$ cat src/rtl/ctx_sched_pkg.sv
package ctx_sched_pkg;
  typedef enum logic [1:0] {
    ST_ISSUE   = 2'd0,
    ST_SAVE    = 2'd1,
    ST_RESTORE = 2'd2
  } sched_state_e;
endpackage

$ cat src/rtl/ctx_rr_pick.sv
module ctx_rr_pick #(
  parameter int N_CTX = 4,
  parameter int IDW   = (N_CTX > 1) ? $clog2(N_CTX) : 1
) (
  input  logic [IDW-1:0]   cur_i,
  input  logic [N_CTX-1:0] req_i,
  output logic             found_o,
  output logic [IDW-1:0]   next_o
);
  localparam int SW = IDW + 1;

  logic [N_CTX-1:0] rot;
  logic [IDW-1:0]   rot_id [N_CTX];

  // rot[g] holds the request of context cur+g (mod N_CTX)
  for (genvar g = 0; g < N_CTX; g++) begin : g_rot
    logic [SW-1:0] sum;
    assign sum       = SW'(cur_i) + SW'(g);
    assign rot_id[g] = (sum >= SW'(N_CTX)) ? IDW'(sum - SW'(N_CTX)) : IDW'(sum);
    assign rot[g]    = req_i[rot_id[g]];
  end

  always_comb begin
    found_o = 1'b0;
    next_o  = cur_i;
    for (int k = N_CTX - 1; k >= 1; k--) begin
      if (rot[k]) begin
        found_o = 1'b1;
        next_o  = rot_id[k];
      end
    end
  end
endmodule

$ cat src/rtl/ctx_slice_timer.sv
module ctx_slice_timer #(
  parameter int SLICE_W = 8
) (
  input  logic               clk_i,
  input  logic               rst_ni,
  input  logic               restart_i,
  input  logic               advance_i,
  input  logic [SLICE_W-1:0] slice_len_i,
  output logic               last_o
);
  localparam int CW = SLICE_W + 1;

  logic [SLICE_W-1:0] elapsed_q;
  logic [CW-1:0]      eff_len;

  assign eff_len = (slice_len_i == '0) ? CW'(1) : CW'(slice_len_i);
  assign last_o  = (CW'(elapsed_q) + CW'(1)) >= eff_len;

  always_ff @(posedge clk_i or negedge rst_ni) begin
    if (!rst_ni)        elapsed_q <= '0;
    else if (restart_i) elapsed_q <= '0;
    else if (advance_i) elapsed_q <= elapsed_q + SLICE_W'(1);
  end

  assert_restart_advance_excl_R3: assert property (@(posedge clk_i) disable iff (!rst_ni)
    !(restart_i && advance_i));

  assert_advance_not_last_R3: assert property (@(posedge clk_i) disable iff (!rst_ni)
    advance_i |-> !last_o);
endmodule

$ cat src/rtl/ctx_sched.sv
module ctx_sched
  import ctx_sched_pkg::*;
#(
  parameter int N_CTX   = 4,
  parameter int SLICE_W = 8,
  parameter int IDW     = (N_CTX > 1) ? $clog2(N_CTX) : 1
) (
  input  logic               clk_i,
  input  logic               rst_ni,
  input  logic [N_CTX-1:0]   ctx_nonempty_i,
  output logic [N_CTX-1:0]   ctx_pop_o,
  input  logic [SLICE_W-1:0] slice_len_i,
  output logic               save_req_o,
  input  logic               save_ack_i,
  output logic               restore_req_o,
  input  logic               restore_ack_i,
  output logic [IDW-1:0]     cur_ctx_o
);
  sched_state_e   state_q, state_d;
  logic [IDW-1:0] cur_q, cur_d;
  logic [IDW-1:0] next_q, next_d;

  logic           issuing, cur_has_work, slice_last, want_switch;
  logic           other_found;
  logic [IDW-1:0] other_id;
  logic           tmr_restart, tmr_advance;

  assign issuing      = (state_q == ST_ISSUE);
  assign cur_has_work = ctx_nonempty_i[cur_q];
  assign want_switch  = issuing && (!cur_has_work || slice_last);

  ctx_rr_pick #(.N_CTX(N_CTX), .IDW(IDW)) u_pick (
    .cur_i   (cur_q),
    .req_i   (ctx_nonempty_i),
    .found_o (other_found),
    .next_o  (other_id)
  );

  // fresh slice on resume, or when the owner keeps the engine
  assign tmr_restart = (state_q == ST_RESTORE && restore_ack_i) || (want_switch && !other_found);
  assign tmr_advance = issuing && !want_switch;

  ctx_slice_timer #(.SLICE_W(SLICE_W)) u_timer (
    .clk_i       (clk_i),
    .rst_ni      (rst_ni),
    .restart_i   (tmr_restart),
    .advance_i   (tmr_advance),
    .slice_len_i (slice_len_i),
    .last_o      (slice_last)
  );

  for (genvar g = 0; g < N_CTX; g++) begin : g_pop
    assign ctx_pop_o[g] = issuing && (cur_q == IDW'(g)) && ctx_nonempty_i[g];
  end

  always_comb begin
    state_d = state_q;
    cur_d   = cur_q;
    next_d  = next_q;
    unique case (state_q)
      ST_ISSUE: begin
        if (want_switch && other_found) begin
          state_d = ST_SAVE;
          next_d  = other_id;
        end
      end
      ST_SAVE: begin
        if (save_ack_i) begin
          state_d = ST_RESTORE;
          cur_d   = next_q;
        end
      end
      ST_RESTORE: begin
        if (restore_ack_i) state_d = ST_ISSUE;
      end
      default: state_d = ST_ISSUE;
    endcase
  end

  always_ff @(posedge clk_i or negedge rst_ni) begin
    if (!rst_ni) begin
      state_q <= ST_ISSUE;
      cur_q   <= '0;
      next_q  <= '0;
    end else begin
      state_q <= state_d;
      cur_q   <= cur_d;
      next_q  <= next_d;
    end
  end

  assign save_req_o    = (state_q == ST_SAVE);
  assign restore_req_o = (state_q == ST_RESTORE);
  assign cur_ctx_o     = cur_q;

  assert_pop_onehot_R2: assert property (@(posedge clk_i) disable iff (!rst_ni)
    $onehot0(ctx_pop_o));

  assert_pop_needs_work_R2: assert property (@(posedge clk_i) disable iff (!rst_ni)
    (ctx_pop_o != '0) |-> ctx_nonempty_i[cur_ctx_o]);

  assert_no_pop_in_switch_R9: assert property (@(posedge clk_i) disable iff (!rst_ni)
    (save_req_o || restore_req_o) |-> (ctx_pop_o == '0));

  assert_req_excl_R7: assert property (@(posedge clk_i) disable iff (!rst_ni)
    !(save_req_o && restore_req_o));

  assert_save_hold_R7: assert property (@(posedge clk_i) disable iff (!rst_ni)
    (save_req_o && !save_ack_i) |=> (save_req_o && $stable(cur_ctx_o)));

  assert_save_to_restore_R7: assert property (@(posedge clk_i) disable iff (!rst_ni)
    (save_req_o && save_ack_i) |=> restore_req_o);

  assert_restore_hold_R8: assert property (@(posedge clk_i) disable iff (!rst_ni)
    (restore_req_o && !restore_ack_i) |=> (restore_req_o && $stable(cur_ctx_o)));

  assert_resume_R8: assert property (@(posedge clk_i) disable iff (!rst_ni)
    (restore_req_o && restore_ack_i) |=> (!save_req_o && !restore_req_o && $stable(cur_ctx_o)));

  assert_new_owner_R5: assert property (@(posedge clk_i) disable iff (!rst_ni)
    $rose(restore_req_o) |-> (cur_ctx_o != $past(cur_ctx_o)));
endmodule

$ cat config.mk
export PLATFORM = sky130hd
export DESIGN_NAME = ctx_sched
export DESIGN_NICKNAME = d
export VERILOG_FILES = /design/src/rtl/ctx_sched_pkg.sv /design/src/rtl/ctx_rr_pick.sv /design/src/rtl/ctx_slice_timer.sv /design/src/rtl/ctx_sched.sv
export SDC_FILE = /design/constraint.sdc
export NUM_CORES = 1
export LEC_CHECK = 0
export BUFFER_PORTS_ARGS = -buffer_cell sky130_fd_sc_hd__buf_2
export CAP_MARGIN = 20
export CORE_MARGIN = 2
export CORE_UTILIZATION = 54
export CTS_CLUSTER_DIAMETER = 100
export DETAILED_ROUTE_END_ITERATION = 10
export GPL_TIMING_DRIVEN = 0
export PLACE_DENSITY = 0.79
export SYNTH_ARGS = -nofsm -noshare
export SYNTH_HDL_FRONTEND = slang
export SYNTH_HIERARCHICAL = 1
export SYNTH_SLANG_ARGS = --single-unit
export TNS_END_PERCENT = 100
$ cat constraint.sdc
create_clock -name clk_i -period 3.9 [get_ports clk_i]
set_input_delay 0.39 -clock clk_i [delete_from_list [all_inputs] [get_ports clk_i]]
set_output_delay 0.39 -clock clk_i [all_outputs]
set_load 0.005 [all_outputs]
==> impl_metrics.toml <==
[run_status]
status = "finished, final reports clean"

[cells_and_area]
areaGrowthSynthToFinish_pct = 16.6
drive_gt1_frac = 0.263
seq_area_um2 = 352
num_antenna_cells = 0
fill_cells = 175
finalNonFillerCells = 187
nNetsFinal = 186
layout_common_cells = "24 x buf_2, 14 x nor2_1, 13 x dfrtp_1, 10 x inv_1, 10 x nand2_1"
layout_commonest_cell = "buf_2"
multi_input_comb_area_um2 = 753

[yosys]
syn_inst = 132
synthTopCellsByArea = "dfrtp_1 30%, ha_1 9.5%, xor2_1 6.7%, nor2_1 4.5%, mux2i_1 4.2%"
synth_area_per_cell_um2 = 8.94
netlist_area_um2 = 1180
synth-main-ff-cell = "dfrtp_1"
synth_seq_area_share = 0.297
synth_edf_count = 0
synthDistinctLibCells = 39
ys_ff_latch = 14
netlist.area_leader.share = 0.297
synth_warnings = 6
async_reset_ff_frac = 1.00
synth_largest_area_cell = "dfrtp_1"
syn_nets = 157

[cts]
cts_max_level = 1
clk_path_buf_depth = 2
cts_made_buffers = 3
clock_latency_ns = 0.27
clk_pin_slew_ns = 0.08
cts_tree = "built"
clock_sinks = 14
cts-root-buf = "clkbuf_4"

[pwr]
power_mw = 0.783
ir_drop_mv = 0.472
power.density_nw_per_um2 = 569
leakagePower_nw = 0.718

[job]
drv_cap = 0

[die]
io_pins = 24
row_count = 16
core_um2 = 2000
initial_core_util = 0.589
die_area_um2 = 2580
fp.dieH_um = 50.7
die_width_um = 50.7

[placed_design]
place_inst = 182
port_buffers = 23
gp_congestion = 0.758
dp_hpwl_um = 1830

[detailed_routing]
drt_iter0_drc = 19
drtAntennaViolNets = 0
wirelength_um = 2260
firstDrtPassIters = 4
vias_per_cell = 5.51
drc_errors = 0
wl_per_cell_um = 12.1
vias = 1030

[setup_path]
endpoint_kind = "flip-flop"
critPathKind = "flip-flop to flip-flop"
crit_family = "simple AND/OR/NAND/NOR gates"
worstReg2RegStart = "u_timer/elapsed_q[0]"
timing.critical_path.from_type = "flip-flop"
slowest_stage = "dfrtp_2"
cp_data_required_time_ns = 4.05
cp_slowest_stage_delay_ns = 0.45
path_buf_inv = 2
cp_cell_sequence = "ha_1 -> and3_1 -> buf_6 -> nand3_1 -> xnor2_1 -> ha_1 -> a21oi_1 -> nand2_1 -> a221oi_2 -> o31ai_1 -> or2_2 -> o22ai_1 -> and2_1 -> buf_4 -> nand4_1 -> nor3_1 -> xnor2_1 -> nor2_1"
arrival_ns = 3.72
startpoint = "u_timer/elapsed_q[0]"
worst-path-max-fanout = 7

[global_routing]
grt_pass1_vias = 902
antenna_found_initial = 0
overflow = 0
track_usage = 0.186
grt_start_max_net_pins = 15
grt_pass1_wl_um = 3740

[timing]
fmax_ghz = 0.280
slew_violations = 0
fin_skew_ns = 0.000571
worst_pin_slew_ns = 0.354
setup_viol = 0
relSlewSlack = 0.757
whs_ns = 0.321
hold_viol_final = 0
rsz0062_at_grt = "false"
setup_tns_ns = 0
min_period_ns = 3.57
min_period_over_period = 0.915

[worst_hold_path]
min_from = "restore_ack_i"
min_path_type = "primary input to flip-flop"
## area by class of cell
type | count | share of cell area
Buffer | 5 | 0.0282
Tap cell | 27 | 0.0245
Clock buffer | 4 | 0.0264
Inverter | 10 | 0.0273
Timing Repair Buffer | 24 | 0.0909
Sequential cell | 14 | 0.255
Multi-Input combinational cell | 103 | 0.547
## kinds of logic after synthesis
| kind of cell | count (synthesis) | synth area share |
|---|---|---|
| AOI/OAI and AO/OA | 20 | 0.125 |
| muxes | 9 | 0.0806 |
| and+or+nand+nor | 52 | 0.241 |
| adders and majority gates | 9 | 0.0954 |
| xor gates and xnor gates | 13 | 0.0965 |
| DFF | 14 | 0.297 |
| buffers and inverters | 15 | 0.0647 |
## worst reg2reg max path, cell delays in order, from the launching register on
cell and delay (ns):
dfrtp_2 0.45, ha_1 0.25, and3_1 0.16, buf_6 0.13
nand3_1 0.09, xnor2_1 0.13, ha_1 0.28, a21oi_1 0.15
nand2_1 0.09, a221oi_2 0.27, o31ai_1 0.12, or2_2 0.33
o22ai_1 0.17, and2_1 0.14, buf_4 0.16, nand4_1 0.15
nor3_1 0.20, xnor2_1 0.15, nor2_1 0.06
## metrics by stage
step	utilization	area, um^2	setup WS [ns]
6_report	0.688	1380	0.331
3_3_place_gp	0.664	1330	0.396
2_1_floorplan	-	1180	0.641
3_5_place_dp	0.664	1330	0.346
5_1_grt	0.688	1380	0.0310
4_1_cts	0.687	1380	0.306
## worst paths after layout
check,end,slack [ns],cells past startpoint
min in group asynchronous,u_timer/elapsed_q[4],0.53,2
max in group asynchronous,u_timer/elapsed_q[0],3.12,2
min,state_q[1],0.32,2
max reg2reg,u_timer/elapsed_q[7],0.33,18
max,u_timer/elapsed_q[7],0.33,18
min reg2reg,next_q[0],0.50,1
## cells in the mapped netlist (all sizes together), types with 4 or more instances
master  number
a21oi        7
nor3         4
nand4        4
xnor2        4
dfrtp       14
nor2        14
inv         10
buf          5
mux2i        5
xor2         9
ha           9
nand2       10
nor2b        4
mux2         4
o221ai       4
## flip-flops by register name, summed over array words and instances (netlist names)
signal             cells
next_q                 2
cur_ctx_o              2
state_q                2
u_timer/elapsed_q      8
## metal layers
layer / GRT usage / part of all wire / vias up
met5: 0 / 0 / -
met4: 0.0901 / 0.0071 / 0
met3: 0.0149 / 0.043 / 2
met2: 0.279 / 0.46 / 28
met1: 0.271 / 0.49 / 477
li1: - / - / 523
## power by group
group	internal [mW]	switching [mW]	total, mW
sequential	0.196	0.0776	0.274
combinational	0.207	0.203	0.410
clock	0.0567	0.0426	0.0993
## what timing repair did
item	CTS	global route
buffers inserted	0	0
hold buffers	1	0
resized for setup	0	1
setup endpoints to repair	0	1
hold endpoints to repair	14	0
Power figures use the tool's default switching activity.
